### src/rtl/avg_cm_pkg.sv
package avg_cm_pkg;
  localparam int TAPS = 5;

  function automatic logic signed [63:0] sat64(input logic signed [63:0] x,
                                               input longint lo, input longint hi);
    logic signed [63:0] r;
    if (x > hi)      r = hi;
    else if (x < lo) r = lo;
    else             r = x;
    return r;
  endfunction
endpackage

### src/rtl/acm_seq.sv
module acm_seq
  import avg_cm_pkg::*;
(
  input  logic       clk,
  input  logic       rst_n,
  input  logic       en,
  input  logic       trig,
  input  logic       clr,
  input  logic       pre,
  output logic       accept,
  output logic       abort,
  output logic       step,
  output logic       commit,
  output logic       stage,
  output logic [2:0] tap,
  output logic       done
);
  logic       busy_q, busy_d;
  logic       stage_q, stage_d;
  logic [2:0] tap_q, tap_d;
  logic       done_q, done_d;

  always_comb begin
    accept = !busy_q && en && trig && !clr && !pre;
    abort  = busy_q && (clr || pre || !en);
    step   = busy_q && !abort && (tap_q < 3'(TAPS));
    commit = busy_q && !abort && (tap_q == 3'(TAPS));
    busy_d  = busy_q;
    stage_d = stage_q;
    tap_d   = tap_q;
    done_d  = 1'b0;
    if (abort) begin
      busy_d = 1'b0;
    end else if (accept) begin
      busy_d  = 1'b1;
      stage_d = 1'b0;
      tap_d   = '0;
    end else if (step) begin
      tap_d = tap_q + 3'd1;
    end else if (commit) begin
      tap_d = '0;
      if (stage_q) begin
        busy_d = 1'b0;
        done_d = 1'b1;
      end else begin
        stage_d = 1'b1;
      end
    end
  end

  always_ff @(posedge clk or negedge rst_n) begin
    if (!rst_n) begin
      busy_q  <= 1'b0;
      stage_q <= 1'b0;
      tap_q   <= '0;
      done_q  <= 1'b0;
    end else begin
      busy_q  <= busy_d;
      stage_q <= stage_d;
      tap_q   <= tap_d;
      done_q  <= done_d;
    end
  end

  assign stage = stage_q;
  assign tap   = tap_q;
  assign done  = done_q;
endmodule

### src/rtl/acm_mac.sv
module acm_mac #(
  parameter int CW   = 16,
  parameter int OW   = 14,
  parameter int ACCW = 33
) (
  input  logic                   clk,
  input  logic                   rst_n,
  input  logic                   zero,
  input  logic                   step,
  input  logic signed [CW-1:0]   coef,
  input  logic signed [OW-1:0]   opnd,
  output logic signed [ACCW-1:0] acc
);
  logic signed [CW+OW-1:0] prod;
  logic signed [ACCW-1:0]  prod_x;
  logic signed [ACCW-1:0]  acc_q, acc_d;

  always_comb begin
    prod   = coef * opnd;
    prod_x = prod;
    acc_d  = acc_q;
    if (zero)      acc_d = '0;
    else if (step) acc_d = acc_q + prod_x;
  end

  always_ff @(posedge clk or negedge rst_n) begin
    if (!rst_n)            acc_q <= '0;
    else if (zero || step) acc_q <= acc_d;
  end

  assign acc = acc_q;
endmodule

### src/rtl/acm_hist.sv
module acm_hist
  import avg_cm_pkg::*;
#(
  parameter int OW      = 14,
  parameter int ACCW    = 33,
  parameter int FRAC    = 10,
  parameter int YMIN    = 0,
  parameter int YMAX    = 2000,
  parameter bit HAS_PRE = 1'b0
) (
  input  logic                   clk,
  input  logic                   rst_n,
  input  logic                   clr,
  input  logic                   pre,
  input  logic signed [OW-1:0]   pre_val,
  input  logic                   commit,
  input  logic signed [OW-1:0]   e_new,
  input  logic signed [ACCW-1:0] acc,
  output logic signed [OW-1:0]   e1,
  output logic signed [OW-1:0]   e2,
  output logic signed [OW-1:0]   u1,
  output logic signed [OW-1:0]   u2
);
  logic signed [63:0]   wide, lim;
  logic signed [OW-1:0] y;
  logic signed [OW-1:0] e1_d, e2_d, u1_d, u2_d;
  logic signed [OW-1:0] e1_q, e2_q, u1_q, u2_q;
  logic                 load_pre, wr;

  always_comb begin
    wide     = 64'(acc >>> FRAC);
    lim      = sat64(wide, longint'(YMIN), longint'(YMAX));
    y        = lim[OW-1:0];
    load_pre = HAS_PRE && pre;
    wr       = clr || load_pre || commit;
    e1_d = e1_q;
    e2_d = e2_q;
    u1_d = u1_q;
    u2_d = u2_q;
    if (clr) begin
      e1_d = '0;
      e2_d = '0;
      u1_d = '0;
      u2_d = '0;
    end else if (load_pre) begin
      u1_d = pre_val;
      u2_d = pre_val;
    end else if (commit) begin
      e1_d = e_new;
      e2_d = e1_q;
      u1_d = y;
      u2_d = u1_q;
    end
  end

  always_ff @(posedge clk or negedge rst_n) begin
    if (!rst_n) begin
      e1_q <= '0;
      e2_q <= '0;
      u1_q <= '0;
      u2_q <= '0;
    end else if (wr) begin
      e1_q <= e1_d;
      e2_q <= e2_d;
      u1_q <= u1_d;
      u2_q <= u2_d;
    end
  end

  assign e1 = e1_q;
  assign e2 = e2_q;
  assign u1 = u1_q;
  assign u2 = u2_q;
endmodule

### src/rtl/avg_cm_loop.sv
module avg_cm_loop #(
  parameter int DW   = 12,
  parameter int CW   = 16,
  parameter int FRAC = 10,
  parameter int B0_V = 3000,
  parameter int B1_V = -2800,
  parameter int B2_V = 0,
  parameter int A1_V = 1024,
  parameter int A2_V = 0,
  parameter int KP_V = 2048,
  parameter int VMIN = 0,
  parameter int VMAX = 2000,
  parameter int B0_I = 1500,
  parameter int B1_I = -1300,
  parameter int B2_I = 100,
  parameter int A1_I = 1536,
  parameter int A2_I = -512,
  parameter int KP_I = 1024,
  parameter int IMIN = 40,
  parameter int IMAX = 3900
) (
  input  logic          clk,
  input  logic          rst_n,
  input  logic          en,
  input  logic          trig,
  input  logic          clr,
  input  logic          pre,
  input  logic [DW-1:0] pre_val,
  input  logic          prop_mode,
  input  logic [DW-1:0] vref,
  input  logic [DW-1:0] vsamp,
  input  logic [DW-1:0] isamp,
  output logic          done,
  output logic [DW-1:0] duty,
  output logic [DW-1:0] cur_ref
);
  localparam int OW   = DW + 2;
  localparam int ACCW = CW + OW + 3;

  logic          accept, abort, step, commit, stage;
  logic [2:0]    tap;
  logic [DW-1:0] vref_q, vs_q, is_q;
  logic          prop_q;

  logic signed [OW-1:0]   e1_a [2];
  logic signed [OW-1:0]   e2_a [2];
  logic signed [OW-1:0]   u1_a [2];
  logic signed [OW-1:0]   u2_a [2];
  logic signed [OW-1:0]   e0, opnd, pre_w;
  logic signed [CW-1:0]   coef;
  logic signed [ACCW-1:0] acc;

  acm_seq u_seq (
    .clk(clk), .rst_n(rst_n), .en(en), .trig(trig), .clr(clr), .pre(pre),
    .accept(accept), .abort(abort), .step(step), .commit(commit),
    .stage(stage), .tap(tap), .done(done)
  );

  always_ff @(posedge clk or negedge rst_n) begin
    if (!rst_n) begin
      vref_q <= '0;
      vs_q   <= '0;
      is_q   <= '0;
      prop_q <= 1'b0;
    end else if (accept) begin
      vref_q <= vref;
      vs_q   <= vsamp;
      is_q   <= isamp;
      prop_q <= prop_mode;
    end
  end

  always_comb begin
    if (stage) e0 = u1_a[0] - $signed({2'b00, is_q});
    else       e0 = $signed({2'b00, vref_q}) - $signed({2'b00, vs_q});
    case (tap)
      3'd0:    opnd = e0;
      3'd1:    opnd = e1_a[stage];
      3'd2:    opnd = e2_a[stage];
      3'd3:    opnd = u1_a[stage];
      default: opnd = u2_a[stage];
    endcase
    if (prop_q) begin
      if (tap == 3'd0) coef = stage ? CW'(KP_I) : CW'(KP_V);
      else             coef = '0;
    end else begin
      case (tap)
        3'd0:    coef = stage ? CW'(B0_I) : CW'(B0_V);
        3'd1:    coef = stage ? CW'(B1_I) : CW'(B1_V);
        3'd2:    coef = stage ? CW'(B2_I) : CW'(B2_V);
        3'd3:    coef = stage ? CW'(A1_I) : CW'(A1_V);
        default: coef = stage ? CW'(A2_I) : CW'(A2_V);
      endcase
    end
    pre_w = $signed({2'b00, pre_val});
  end

  acm_mac #(.CW(CW), .OW(OW), .ACCW(ACCW)) u_mac (
    .clk(clk), .rst_n(rst_n), .zero(accept || commit || abort), .step(step),
    .coef(coef), .opnd(opnd), .acc(acc)
  );

  for (genvar g = 0; g < 2; g++) begin : g_stage
    acm_hist #(
      .OW(OW), .ACCW(ACCW), .FRAC(FRAC),
      .YMIN(g == 0 ? VMIN : IMIN), .YMAX(g == 0 ? VMAX : IMAX),
      .HAS_PRE(g == 1)
    ) u_hist (
      .clk(clk), .rst_n(rst_n), .clr(clr), .pre(pre), .pre_val(pre_w),
      .commit(commit && (stage == 1'(g))), .e_new(e0), .acc(acc),
      .e1(e1_a[g]), .e2(e2_a[g]), .u1(u1_a[g]), .u2(u2_a[g])
    );
  end

  assign duty    = u1_a[1][DW-1:0];
  assign cur_ref = u1_a[0][DW-1:0];
endmodule

### config.mk
export PLATFORM = sky130hd
export DESIGN_NAME = avg_cm_loop
export DESIGN_NICKNAME = d
export VERILOG_FILES = /design/src/rtl/avg_cm_pkg.sv /design/src/rtl/acm_seq.sv /design/src/rtl/acm_mac.sv /design/src/rtl/acm_hist.sv /design/src/rtl/avg_cm_loop.sv
export SDC_FILE = /design/constraint.sdc
export NUM_CORES = 1
export LEC_CHECK = 0
export ABC_CLOCK_PERIOD_IN_PS = 12100
export CELL_PAD_IN_SITES_DETAIL_PLACEMENT = 0
export CELL_PAD_IN_SITES_GLOBAL_PLACEMENT = 1
export CORE_ASPECT_RATIO = 1.1
export CORE_UTILIZATION = 53
export DETAILED_ROUTE_END_ITERATION = 16
export GPL_TIMING_DRIVEN = 0
export MAX_ROUTING_LAYER = met4
export PLACE_DENSITY = 0.95
export SYNTH_ARGS = -nofsm -noshare
export SYNTH_HDL_FRONTEND = slang
export SYNTH_SLANG_ARGS = --single-unit
### constraint.sdc
create_clock -name clk -period 12.1 [get_ports clk]
set_clock_uncertainty 0.1 [all_clocks]
set_input_delay 2.42 -clock clk [delete_from_list [all_inputs] [get_ports clk]]
set_output_delay 2.42 -clock clk [all_outputs]
set_load 0.02 [all_outputs]
* Word-level counts from Yosys, hierarchy flattened
Index checks and enable logic that the tools add are counted.
** Word-level totals
- Register bits :: 188
- Bits of input ports :: 55
- Output and inout bits :: 25
- Word-level logic and storage cells :: 141
** Cells by class
- Add/subtract/negate cells :: 4
- $mul :: 1
- Magnitude comparators :: 6
- Equal/unequal tests :: 7
- Multiplexer cells :: 65
- Bitwise gates (word level) :: 3
- Reductions and logical operators :: 38
** Operator list (count)
- $mux 14 :: 37
- $mux 33 :: 2
- $pmux 16 s4 :: 1
- $pmux 14 s4 :: 1
- $mux 12 :: 4
- $add 33x30->33 :: 1
- $mux 16 :: 2
- $mul 16x14->30 :: 1
- $gt 23x12->1 const B :: 1
- $gt 23x13->1 const B :: 1
- $lt 23x1->1 const B :: 1
- $lt 23x7->1 const B :: 1
- $sub 14x13->14 :: 1
- $mux 1 :: 13
- $sub 12x12->13 :: 1
- $reduce_bool 3->1 :: 4
- $logic_and 1x1->1 :: 10
- $mux 10 :: 1
- $mux 3 :: 3
- $reduce_and 3->1 :: 3
- $reduce_and 2->1 :: 4
- $reduce_bool 2->1 :: 4
- $logic_or 1x1->1 :: 7
- $mux 7 :: 1
- 12 further kinds :: 19

* Longest topological paths before layout
Gate-level depths: netlist of the first run.
- Depth after elaboration :: 10
- Gate-level depth with buffers :: 34
- Gate-level depth less buffers :: 33

* By module
A second synthesis of the first run with hierarchy kept.
** Second synthesis, totals
- Cell total of the unflattened synthesis :: 2291
- Area, all modules :: 21226.6 um^2
** By module, submodules not included
- acm_mac :: times used 1, cells each 1317, area an instance 12065.3 um^2, seq. area each 825.8 um^2
- avg_cm_loop :: times used 1, cells each 464, area an instance 3808.7 um^2, seq. area each 925.9 um^2
- acm_hist (g_stage[1].u_hist) :: times used 1, cells each 283, area an instance 2658.8 um^2, seq. area each 1401.3 um^2
- acm_hist (g_stage[0].u_hist) :: times used 1, cells each 192, area an instance 2321.0 um^2, seq. area each 1401.3 um^2
- acm_seq :: times used 1, cells each 35, area an instance 372.9 um^2, seq. area each 150.1 um^2

* Worst setup path after synthesis of the first run
No wires, ideal clock.
- Path type :: register to register
- Start point :: register u_seq.tap_q[0] (netlist: u_seq.tap[0])
- End point :: register u_mac.acc_q[30] (netlist: u_mac.acc[30])
- Library setup time :: 0.082 ns
- Data arrival time :: 8.088 ns
- Data required time :: 11.918 ns
- Path slack :: 3.830 ns
- Stages on the path, launching flop included :: 29
- Path buffers :: 2
- Clock period less this slack :: 8.270 ns
- Path through :: dfrtp_1 ha_1 ha_1 clkbuf_1 buf_1 a222oi_1 mux2i_1 a211oi_1 a21oi_1 and2_1 fa_1 inv_1 fa_1 inv_1 fa_1 fa_1 fa_1 inv_1 fa_1 inv_1 ha_1 a21o_1 a31o_1 a21o_1 a311o_1 nor2_2 o21ai_1 or4_1 a31oi_1
** Between the ends
- Cells in the longest elaborated chain, start to end :: 7
- Elaborated cells between the ends (all ways) :: 21
- Those cells by class :: add/sub (1); mul (1); order compare (1); eq/ne (4); mux (6); reduce/logical (8)
** RTL lines
- from (decl) :: line acm_seq.sv:20 : logic [2:0] tap_q, tap_d;
- from (signal assigned) :: line acm_seq.sv:60 : tap_q <= tap_d;
- $eq 3x2->1 (tied with other cells) :: line avg_cm_loop.sv:76, avg_cm_loop.sv:87
- $pmux 16 s4 / $mux 12 (equally long branches) :: line avg_cm_loop.sv:87, avg_cm_loop.sv:84
- $mux 16 :: line avg_cm_loop.sv:83 : if (prop_q) begin
- $mul 16x14->30 :: line acm_mac.sv:19 : prod = coef * opnd;
- $add 33x30->33 :: line acm_mac.sv:23 : else if (step) acc_d = acc_q + prod_x;
- $mux 33 :: line acm_mac.sv:23
- $mux 33 :: line acm_mac.sv:22 : if (zero) acc_d = '0;
- to (signal assigned) :: line acm_mac.sv:27 : if (!rst_n) acc_q <= '0;
- to (signal assigned) :: line acm_mac.sv:28 : else if (zero || step) acc_q <= acc_d;
- to (decl) :: line acm_mac.sv:16 : logic signed [ACCW-1:0] acc_q, acc_d;
Several ways; a longest one is shown, not always the timed one. The select of a mux whose other input is x is not followed.
A chain may end at the register's enable or synchronous reset.

* Final worst setup path of the first run
- Start point :: register u_seq.stage_q (netlist: u_seq.stage)
- End point :: register u_mac.acc_q[30] (netlist: u_mac.acc[30])
** Between the ends
- Cells in the longest elaborated chain, start to end :: 9
- Elaborated cells between the ends (all ways) :: 28
- Those cells by class :: add/sub (1); mul (1); mux (25); bitwise (1)
** RTL lines
- from (decl) :: line acm_seq.sv:19 : logic stage_q, stage_d;
- from (signal assigned) :: line acm_seq.sv:59 : stage_q <= stage_d;
- $not 1->2 (not written as such)
- $mux 14, on equally long branches (3 in series)
- $pmux 14 s4 :: line avg_cm_loop.sv:76 : case (tap)
- $mul 16x14->30 * :: line acm_mac.sv:19
- $add 33x30->33 * :: line acm_mac.sv:23
- $mux 33 * :: line acm_mac.sv:23
- $mux 33 * :: line acm_mac.sv:22
Every way passes the cells marked *; elsewhere a longest branch is shown, timed or not. The select of a mux whose other input is x is not followed.

==> metrics.log, run 1 <==
[metrics] area fraction of the dominant cell type after synthesis: 25.0%
[metrics] library cell contributing the largest single delay on the critical path: a21oi_1
[metrics] Root Driver: clkbuf_16
[metrics] fraction of registers with async set/reset: 100%
[metrics] result of the run: completed
[metrics] post-CTS resize count: 0
[metrics] Die Y-Extent: 199 um
[metrics] register bit total from synthesis: 186
[metrics] count of max-cap constraint violations: 0
[metrics] synthesized instance count: 2032
[metrics] Worst Path Class, Setup: reg2reg
[metrics] final weighted congestion of routability-driven global placement: 1.04
[metrics] number of cells on the worst reg-to-reg path: 28
[metrics] type of the worst min-delay path: reg2reg
[metrics] sequential fraction of the synthesis area: 25.0%
[metrics] hold-critical path depth: 1
[metrics] later-pin clock latency in the skew report: 0.47 ns
[metrics] cell with the most instances on the worst path: fa_1
[metrics] minimum clock period after layout: 10.49 ns
[metrics] hpwl dp: 45.4 mm
[metrics] final hold violation count: 0
[metrics] vias in the first global route: 16000
[metrics] TritonCTS clock tree: yes
[metrics] endpoint arrival time on the critical path: 10.78 ns
[metrics] signed area change from the synthesized netlist to the final layout: 10.6%
[metrics] average via count per standard cell: 5.93
[metrics] Period Utilization, post-route: 86.7%
[metrics] Synth area leaders: dfrtp_1, fa_1, ha_1, inv_1, nand2_1
[metrics] number of optimization iterations in the first detailed-route pass: 6
[metrics] endpoint of the most critical register-to-register path: u_mac.acc[30]$_DFFE_PN0P_
[metrics] fraction of layout cells with a size suffix above 1: 6.16%
[metrics] worst min-delay path startpoint: vs_q[6]$_DFFE_PN0P_
[metrics] synthesized area per cell: 9.17 um^2
[metrics] Setup Viol. Count Final: 0
[metrics] standard-cell rows: 71
[metrics] final core area utilization: 59.9%
[metrics] clock net sink count: 186
[metrics] clock-pin slew on the worst setup and hold paths: 0.07 ns
[metrics] pin count of the biggest net entering global routing: 97
[metrics] Total Routed Length: 57.0 mm
[metrics] Net Count, Synth: 2434
[metrics] mapped cell area: 0.0186 mm^2
[metrics] transition at the pin with the smallest max-transition slack: 1.25 ns
[metrics] number of pins with negative max-slew slack in the final report: 0
[metrics] fmax: 0.0953 GHz
[metrics] area of the die: 0.0359 mm^2
[metrics] number of filler instances in the final layout: 2984
[metrics] antenna violations before repair: 0
[metrics] Crit path required time: 12.38 ns
[metrics] first-pass GRT wire length: 90.3 mm
[metrics] Worst R2R Start: u_seq.stage$_DFFE_PN0P_
[metrics] Setup TNS Final: 0 ns
[metrics] count of buffers added by post-CTS timing repair for setup: 0
[metrics] via count: 15300
[metrics] total gr overflow: 0
[metrics] count of unique library cells instantiated by Yosys: 79
[metrics] cell type with the highest aggregate area in the netlist: dfrtp_1
[metrics] number of enable flip-flop cells after synthesis: 0
[metrics] Die Wd: 181 um
[metrics] nets@finish: 2533
[metrics] most frequent cells after synthesis: inv_1, nand2_1, fa_1
[metrics] area taken by multi-input logic gates: 0.0122 mm^2
[metrics] all-layer global routing usage: 34.6%
[metrics] number of primary I/O pins: 80
[metrics] H-Tree Level Count: 4
[metrics] element type at the critical path start: flop
[metrics] largest buffer count on any clock path: 2
[metrics] Core Footprint: 0.0344 mm^2
[metrics] unrepaired setup endpoints after global routing: no
[metrics] average routed wire per standard cell: 22.1 um
[metrics] clock buffers created by TritonCTS: 17
[metrics] total of warnings raised by yosys: 0
[metrics] register-to-register path setup slack: 1.61 ns
[metrics] Setup crit end kind: flop
[metrics] detailed router's first-iteration violation count: 1373
[metrics] ys flop type: dfrtp_1
[metrics] count of hold buffers inserted by post-cts repair: 0
[metrics] Relative slew margins: 16.3%
[metrics] number of nets still failing antenna checks after routing: 0
[metrics] end point of the most critical hold path: vs_q[6]$_DFFE_PN0P_
[metrics] DRC errors left: 0
[metrics] area taken by flip-flops and latches: 0.00465 mm^2
[metrics] critical path fanouts, max: 15
[metrics] Port-buffer cells: 79
[metrics] max incr delay on CP: 0.86 ns
[metrics] most instantiated library cell after synthesis: inv_1
[metrics] initial core utilization: 54.2%
-- final cells by class --
type                       count  share of cell area (%)
antenna                        1                  0.0121
inverter                     343                    6.25
clock inverter                14                   0.826
clock buffer                  18                    2.08
timing repair buffer          80                    4.00
tap                          438                    2.66
multi-input combinational   1400                    59.2
buffer                       103                    2.38
sequential                   186                    22.6
-- layout by cell type, fill, tap and decap left out, drive strengths merged, types with 9 or more instances in the layout --
cell type and n:
a22o 11, dfrtp 186, nor2 105, a21oi 79, fa 227, o21a 13
inv 352, xnor2 28, xor2 13, nor3 27, a21o 29, and2 21
clkdlybuf4s50 78, a31oi 9, mux2i 17, a211oi 9, mux2 40, nand4 11
clkbuf 73, nand3 69, nand2b 17, and3 16, buf 50, ha 120
nand2 249, a22oi 22, o31ai 13, nor2b 16, o21ai 119
-- registers in the layout (all words and copies together), names as in the netlist --
| signal | count |
|---|---|
| g_stage.u_hist.e1 | 28 |
| vs_q | 12 |
| u_seq.stage | 1 |
| is_q | 12 |
| u_seq.busy_q | 1 |
| vref_q | 12 |
| u_mac.acc | 31 |
| u_seq.done | 1 |
| prop_q | 1 |
| g_stage.u_hist.e2 | 28 |
| u_seq.tap | 3 |
| g_stage.u_hist.u1 | 28 |
| g_stage.u_hist.u2 | 28 |
-- logic make-up (layout without fill, tap and decap cells) --
kind of cell / after synthesis / in the layout / synth area share [%]
AND/OR/NAND/NOR: 564 / 564 / 13.8
multiplexers: 57 / 57 / 3.33
adder cells (fa/ha/maj): 347 / 347 / 32.5
buffers and inverters: 446 / 558 / 9.54
other: 0 / 1 / 0
flip-flops: 186 / 186 / 25.0
XOR/XNOR: 41 / 41 / 1.93
AO/OA/AOI/OAI: 391 / 391 / 13.9
-- through the flow --
step	hold WS, ns	worst slack, ns	instances	cell area [um^2]
finish	0.411	1.61	2583	20600
global route	0.428	1.05	2582	20600
CTS	0.406	1.79	2582	20600
detailed placement	0.391	1.79	2550	20000
global placement	0.378	0.517	2549	20000
floorplan	0.356	3.83	2032	18600
-- worst max-delay path by stage --
stage / from / endpoint / slack, ns / depth (start not counted)
after global placement: rst_n / vref_q[9]$_DFFE_PN0P_ / 0.52 / 1
after CTS: u_seq.stage$_DFFE_PN0P_ / u_mac.acc[30]$_DFFE_PN0P_ / 1.79 / 28
final: u_seq.stage$_DFFE_PN0P_ / u_mac.acc[30]$_DFFE_PN0P_ / 1.61 / 28
after global routing: u_seq.stage$_DFFE_PN0P_ / u_mac.acc[24]$_DFFE_PN0P_ / 1.05 / 28
after floorplan: u_seq.tap[0]$_DFFE_PN0P_ / u_mac.acc[30]$_DFFE_PN0P_ / 3.83 / 28
after detailed placement: u_seq.stage$_DFFE_PN0P_ / u_mac.acc[30]$_DFFE_PN0P_ / 1.79 / 28
-- layer usage --
layer / track usage, % / wire [um] / part of all wire (%) / vias to the layer above
met5: - / 0 / 0 / -
met4: 20.4 / 3320 / 5.8 / 0
met3: 5.44 / 4580 / 8.0 / 169
met2: 55.6 / 27500 / 48 / 751
met1: 41.5 / 21500 / 38 / 7551
li1: - / - / - / 6855
-- critical path: cells and delay by family, from the launching register on --
kind | cells | cell delay, ns
adder cells (fa/ha/maj) | 7 | 3.40
buffers and inverters | 8 | 2.65
AO/OA/AOI/OAI | 7 | 2.52
AND/OR/NAND/NOR | 6 | 1.41
flip-flops | 1 | 0.32
Power of run 1 is not shown: default switching activity piles up to over one toggle a cycle in this logic, so the estimate is an artifact.
==> run 2, diff against run 1 <==
--- a/config.mk
+++ b/config.mk
@@ -9,6 +9,7 @@
 export CELL_PAD_IN_SITES_DETAIL_PLACEMENT = 0
 export CELL_PAD_IN_SITES_GLOBAL_PLACEMENT = 1
 export CORE_ASPECT_RATIO = 1.1
+export CORE_MARGIN = 2
 export CORE_UTILIZATION = 53
 export DETAILED_ROUTE_END_ITERATION = 16
 export GPL_TIMING_DRIVEN = 0
==> run 2 against run 1 <==
Register-to-register slack improved by 0.12 ns. Worst hold slack got worse by 0.012 ns. Global-route usage fell by 0.70 points. Via count fell by 0.46%. Wire length rose by 0.66%. Critical path depth did not move. Count of clock-buffer cells in the layout did not move. Highest routed layer unchanged.
==> metrics.log, run 2 (synthesis results as in run 1) <==
[metrics] result of the run: completed
[metrics] Setup Viol. Count Final: 0 (unchanged)
[metrics] initial core utilization: 53.4% (-0.75 points)
[metrics] transition at the pin with the smallest max-transition slack: 1.25 ns (-0.00618 ns)
[metrics] vias in the first global route: 15900 (-0.56%)
[metrics] hpwl dp: 46.1 mm (+1.6%)
[metrics] commonest non-fill, non-tap cell in the layout: inv_1
[metrics] largest buffer count on any clock path: 2 (unchanged)
[metrics] minimum clock period after layout: 10.37 ns (-0.124 ns)
[metrics] fmax: 0.0964 GHz (+1.2%)
[metrics] number of optimization iterations in the first detailed-route pass: 6 (unchanged)
[metrics] final hold violation count: 0 (unchanged)
[metrics] fraction of layout cells with a size suffix above 1: 6.16% (about the same)
[metrics] number of primary I/O pins: 80 (unchanged)
[metrics] max reg flops: 31 (unchanged)
[metrics] pin count of the biggest net entering global routing: 121 (+25%)
[metrics] number of nets still failing antenna checks after routing: 0 (unchanged)
[metrics] endpoint arrival time on the critical path: 10.59 ns (-0.19 ns)
[metrics] Setup TNS Final: 0 ns (unchanged)
[metrics] area of the die: 0.0367 mm^2 (+2.1%)
[metrics] final weighted congestion of routability-driven global placement: 0.998 (-3.9%)
[metrics] Core Footprint: 0.0349 mm^2 (+1.4%)
[metrics] H-Tree Level Count: 4 (unchanged)
[metrics] Port-buffer cells: 79 (unchanged)
[metrics] post-CTS resize count: 0 (unchanged)
[metrics] library cell contributing the largest single delay on the critical path: inv_1
[metrics] Root Driver: clkbuf_16
[metrics] Die Y-Extent: 201 um (+1.0%)
[metrics] Total Routed Length: 57.4 mm (+0.66%)
[metrics] commonest cells after routing, fill and taps aside: inv_1, nand2_1, fa_1
[metrics] later-pin clock latency in the skew report: 0.48 ns (about the same)
[metrics] via count: 15300 (-0.46%)
[metrics] average via count per standard cell: 5.90 (-0.61%)
[metrics] clock net sink count: 186 (unchanged)
[metrics] count of max-cap constraint violations: 0 (unchanged)
[metrics] critical path fanouts, max: 15 (unchanged)
[metrics] TritonCTS clock tree: yes
[metrics] total gr overflow: 0 (unchanged)
[metrics] Relative slew margins: 16.8% (+0.41 points)
[metrics] antenna violations before repair: 0 (unchanged)
[metrics] Crit path required time: 12.32 ns (-0.06 ns)
[metrics] number of buffers and inverters on the critical path: 8 (unchanged)
[metrics] nets@finish: 2533 (unchanged)
[metrics] Setup crit end kind: flop
[metrics] count of hold buffers inserted by post-cts repair: 0 (unchanged)
[metrics] all-layer global routing usage: 33.9% (-0.70 points)
[metrics] standard-cell rows: 72 (+1.4%)
[metrics] Period Utilization, post-route: 85.7% (-1.0 points)
[metrics] cell family contributing the most delay on the critical path: adder cells
[metrics] clock buffers created by TritonCTS: 17 (unchanged)
[metrics] Worst Path Class, Setup: reg2reg
[metrics] detailed router's first-iteration violation count: 1230 (-10%)
[metrics] element type at the critical path start: flop
[metrics] signed area change from the synthesized netlist to the final layout: 10.5% (about the same)
[metrics] average routed wire per standard cell: 22.2 um (+0.51%)
[metrics] cell with the most instances on the worst path: fa_1
[metrics] DRC errors left: 0 (unchanged)
[metrics] first-pass GRT wire length: 90.9 mm (+0.62%)
[metrics] type of the worst min-delay path: reg2reg
[metrics] antenna diode count: 0 (-1)
[metrics] count of buffers added by post-CTS timing repair for setup: 0 (unchanged)
[metrics] max incr delay on CP: 0.78 ns (-0.08 ns)
[metrics] clock-pin slew on the worst setup and hold paths: 0.08 ns (about the same)
[metrics] unrepaired setup endpoints after global routing: no
[metrics] number of pins with negative max-slew slack in the final report: 0 (unchanged)
[metrics] Die Wd: 183 um (+1.1%)
-- run 2: worst reg2reg max path: cells and delay by family (launching register included) --
kind | cells | cell delay (ns)
fa+ha+maj | 7 | 3.43
simple gates | 5 | 1.09
compound gates | 8 | 2.75
buf+inv | 8 | 2.51
flops | 1 | 0.33
-- run 2: per-stage QoR --
step                cells  utilization, %  hold WS, ns  instance area, um^2  worst slack (ns)
CTS                  2587            59.0        0.399                20600              1.83
floorplan            2032               -        0.356                18600              3.83
finish               2587            59.0        0.399                20600              1.73
global route         2587            59.0        0.428                20600              1.26
global placement     2555            57.3        0.376                20000             0.512
detailed placement   2556            57.4        0.383                20000              1.87
-- run 2: cell type report --
type | count | area, um^2
Buffer | 103 | 490
Clock buffer | 18 | 439
Clock inverter | 13 | 138
Fill cell | 3068 | 14300
Inverter | 343 | 1290
Multi-Input combinational cell | 1400 | 12200
Sequential cell | 186 | 4650
Tap cell | 444 | 556
Timing Repair Buffer | 80 | 823
-- run 2: worst paths after layout --
check	from	end	slack, ns	cells past startpoint
max	u_seq.stage$_DFFE_PN0P_	u_mac.acc[24]$_DFFE_PN0P_	1.73	28
min	g_stage[1].u_hist.e1[4]$_DFFE_PN0P_	g_stage[1].u_hist.e2[4]$_DFFE_PN0P_	0.40	2
max reg2reg	u_seq.stage$_DFFE_PN0P_	u_mac.acc[24]$_DFFE_PN0P_	1.73	28
min reg2reg	g_stage[1].u_hist.e1[4]$_DFFE_PN0P_	g_stage[1].u_hist.e2[4]$_DFFE_PN0P_	0.40	2
max in group asynchronous	rst_n	g_stage[0].u_hist.e1[10]$_DFFE_PN0P_	9.11	2
min in group asynchronous	rst_n	g_stage[1].u_hist.u2[5]$_DFFE_PN0P_	1.80	1
-- run 2: per-layer routing --
| layer | routed length (um) | global-route usage [%] | up-vias | part of all wire (%) |
|---|---|---|---|---|
| met5 | 0 | - | - | 0 |
| met4 | 3460 | 18.9 | 0 | 6.0 |
| met3 | 3630 | 4.43 | 168 | 6.3 |
| met2 | 28400 | 55.4 | 601 | 49 |
| met1 | 21900 | 40.7 | 7629 | 38 |
| li1 | - | - | 6858 | - |
Power of run 2 is left out for the same reason.
==> run 3, diff against run 2 <==
--- a/config.mk
+++ b/config.mk
@@ -10,8 +10,9 @@
 export CELL_PAD_IN_SITES_GLOBAL_PLACEMENT = 1
 export CORE_ASPECT_RATIO = 1.1
 export CORE_MARGIN = 2
-export CORE_UTILIZATION = 53
+export CORE_UTILIZATION = 56
 export DETAILED_ROUTE_END_ITERATION = 16
+export DONT_BUFFER_PORTS = 1
 export GPL_TIMING_DRIVEN = 0
 export MAX_ROUTING_LAYER = met4
 export PLACE_DENSITY = 0.95
==> run 3 against run 2 <==
Via count shrank 1.6%. Count of clock-buffer cells in the layout rose by 2. Critical path depth is the same. Register-to-register slack worse by 0.07 ns. Fmax shrank 0.70%. Worst hold slack improved by 0.011 ns. Setup slack lost 0.073 ns. Critical path type unchanged. Critical endpoint is now u_mac.acc[32]$_DFFE_PN0P_.
==> metrics.log, run 3 (synthesis results as in run 1) <==
[metrics] result of the run: completed
[metrics] H-Tree Level Count: 4 (unchanged)
[metrics] number of filler instances in the final layout: 2825 (-7.9%)
[metrics] element type at the critical path start: flop
[metrics] library cell contributing the largest single delay on the critical path: inv_1
[metrics] fraction of layout cells with a size suffix above 1: 6.25% (+0.090 points)
[metrics] number of primary I/O pins: 80 (unchanged)
[metrics] clock buffers created by TritonCTS: 17 (unchanged)
[metrics] signed area change from the synthesized netlist to the final layout: 5.99%
[metrics] antenna violations before repair: 0 (unchanged)
[metrics] final hold violation count: 0 (unchanged)
[metrics] detailed router's first-iteration violation count: 1387 (+13%)
[metrics] number of buffers and inverters on the critical path: 8 (unchanged)
[metrics] via count: 15000 (-1.6%)
[metrics] Core Footprint: 0.0330 mm^2 (-5.3%)
[metrics] initial core utilization: 56.4% (+3.0 points)
[metrics] register-to-register path setup slack: 1.66 ns (-0.07 ns)
[metrics] count of hold buffers inserted by post-cts repair: 0 (unchanged)
[metrics] clock net sink count: 186 (unchanged)
[metrics] max incr delay on CP: 0.78 ns (about the same)
[metrics] average routed wire per standard cell: 22.7 um (+2.4%)
[metrics] unrepaired setup endpoints after global routing: no
[metrics] Period Utilization, post-route: 86.3% (+0.60 points)
[metrics] Die Wd: 178 um (-2.7%)
[metrics] hpwl dp: 44.9 mm (-2.6%)
[metrics] end point of the most critical hold path: vs_q[10]$_DFFE_PN0P_
[metrics] total gr overflow: 0 (unchanged)
[metrics] Setup crit end kind: flop
[metrics] Worst R2R Start: u_seq.stage$_DFFE_PN0P_
[metrics] Crit path required time: 12.35 ns (+0.03 ns)
[metrics] critical path fanouts, max: 15 (unchanged)
[metrics] number of nets still failing antenna checks after routing: 0 (unchanged)
[metrics] type of the worst min-delay path: reg2reg
[metrics] Relative slew margins: 18.5% (+1.7 points)
[metrics] average via count per standard cell: 6.01 (+2.0%)
[metrics] Die Y-Extent: 195 um (-2.7%)
[metrics] worst min-delay path startpoint: vs_q[10]$_DFFE_PN0P_
[metrics] max reg flops: 31 (unchanged)
[metrics] clock-pin slew on the worst setup and hold paths: 0.08 ns (about the same)
[metrics] Root Driver: clkbuf_16
[metrics] pin count of the biggest net entering global routing: 187 (+55%)
[metrics] cell family contributing the most delay on the critical path: adder cells
[metrics] standard-cell rows: 70 (-2.8%)
[metrics] Setup Viol. Count Final: 0 (unchanged)
[metrics] Worst Path Class, Setup: reg2reg
[metrics] commonest cells after routing, fill and taps aside: inv_1, nand2_1, fa_1
[metrics] commonest non-fill, non-tap cell in the layout: inv_1
[metrics] count of max-cap constraint violations: 0 (unchanged)
[metrics] largest buffer count on any clock path: 2 (unchanged)
[metrics] number of cells on the worst reg-to-reg path: 28 (unchanged)
[metrics] hold-critical path depth: 1 (-1)
[metrics] number of pins with negative max-slew slack in the final report: 0 (unchanged)
[metrics] cell with the most instances on the worst path: fa_1
[metrics] final weighted congestion of routability-driven global placement: 0.991 (-0.66%)
[metrics] Port-buffer cells: 0 (-100%)
[metrics] post-CTS resize count: 0 (unchanged)
[metrics] minimum clock period after layout: 10.44 ns (+0.0728 ns)
[metrics] later-pin clock latency in the skew report: 0.46 ns (-0.02 ns)
[metrics] endpoint arrival time on the critical path: 10.69 ns (+0.10 ns)
[metrics] all-layer global routing usage: 35.5% (+1.6 points)
[metrics] transition at the pin with the smallest max-transition slack: 1.22 ns (-0.0258 ns)
[metrics] vias in the first global route: 15600 (-2.2%)
[metrics] number of optimization iterations in the first detailed-route pass: 6 (unchanged)
[metrics] Setup TNS Final: 0 ns (unchanged)
[metrics] antenna diode count: 0 (unchanged)
[metrics] TritonCTS clock tree: yes
[metrics] first-pass GRT wire length: 89.7 mm (-1.3%)
[metrics] count of buffers added by post-CTS timing repair for setup: 0 (unchanged)
[metrics] DRC errors left: 0 (unchanged)
[metrics] nets@finish: 2453 (-3.2%)
[metrics] Total Routed Length: 56.7 mm (-1.2%)
[metrics] area of the die: 0.0347 mm^2 (-5.2%)
[metrics] fmax: 0.0958 GHz (-0.70%)
[metrics] endpoint of the most critical register-to-register path: u_mac.acc[32]$_DFFE_PN0P_
## run 3: cell types whose count changed in the layout (fill, tap and decap cells not counted), sizes merged
cell and delta:
clkbuf +2, inv +1, clkinv -4, clkinvlp +2
buf -2, clkdlybuf4s50 -78
## run 3: layer usage
metal | wire length (um) | part of all wire (%) | global-route usage, %
met1 | 22100 | 39 | 43.8
met2 | 27300 | 48 | 56.3
met3 | 3620 | 6.4 | 5.28
met4 | 3660 | 6.5 | 19.0
met5 | 0 | 0 | -
## run 3: final cells by class
| cell class | count | area (um^2) | area share [%] |
|---|---|---|---|
| Buffer | 103 | 490 | 2.48 |
| Clock buffer | 20 | 447 | 2.26 |
| Clock inverter | 12 | 129 | 0.653 |
| Inverter | 343 | 1290 | 6.52 |
| Multi-Input combinational cell | 1400 | 12200 | 61.8 |
| Sequential cell | 186 | 4650 | 23.6 |
| Tap cell | 432 | 541 | 2.74 |
## run 3: how the worst max path moves through the flow
stage	startpoint	to	slack [ns]	depth (start not counted)
2_1_floorplan	u_seq.tap[0]$_DFFE_PN0P_	u_mac.acc[30]$_DFFE_PN0P_	3.83	28
3_3_place_gp	u_seq.stage$_DFFE_PN0P_	u_mac.acc[30]$_DFFE_PN0P_	1.92	28
3_5_place_dp	u_seq.stage$_DFFE_PN0P_	u_mac.acc[32]$_DFFE_PN0P_	1.88	28
4_1_cts	u_seq.stage$_DFFE_PN0P_	u_mac.acc[32]$_DFFE_PN0P_	1.85	28
5_1_grt	u_seq.stage$_DFFE_PN0P_	u_mac.acc[24]$_DFFE_PN0P_	1.10	28
6_report	u_seq.stage$_DFFE_PN0P_	u_mac.acc[32]$_DFFE_PN0P_	1.66	28
## run 3: worst reg2reg max path, delay by kind of cell, from the launching register on
kind,cells,cell delay [ns]
compound gates,7,2.92
fa+ha+maj,7,3.42
buf+inv,8,2.63
flops,1,0.32
simple gates,6,0.95
## run 3: metrics by stage
stage | std cells | util (%) | instance area [um^2] | hold slack, ns | setup slack [ns]
global placement | 2464 | 58.1 | 19200 | 0.379 | 1.92
detailed placement | 2464 | 58.1 | 19200 | 0.390 | 1.88
CTS | 2496 | 59.8 | 19700 | 0.406 | 1.85
finish | 2496 | 59.8 | 19700 | 0.410 | 1.66
global route | 2496 | 59.8 | 19700 | 0.418 | 1.10
floorplan | 2032 | - | 18600 | 0.356 | 3.83
Power of run 3 is left out for the same reason.
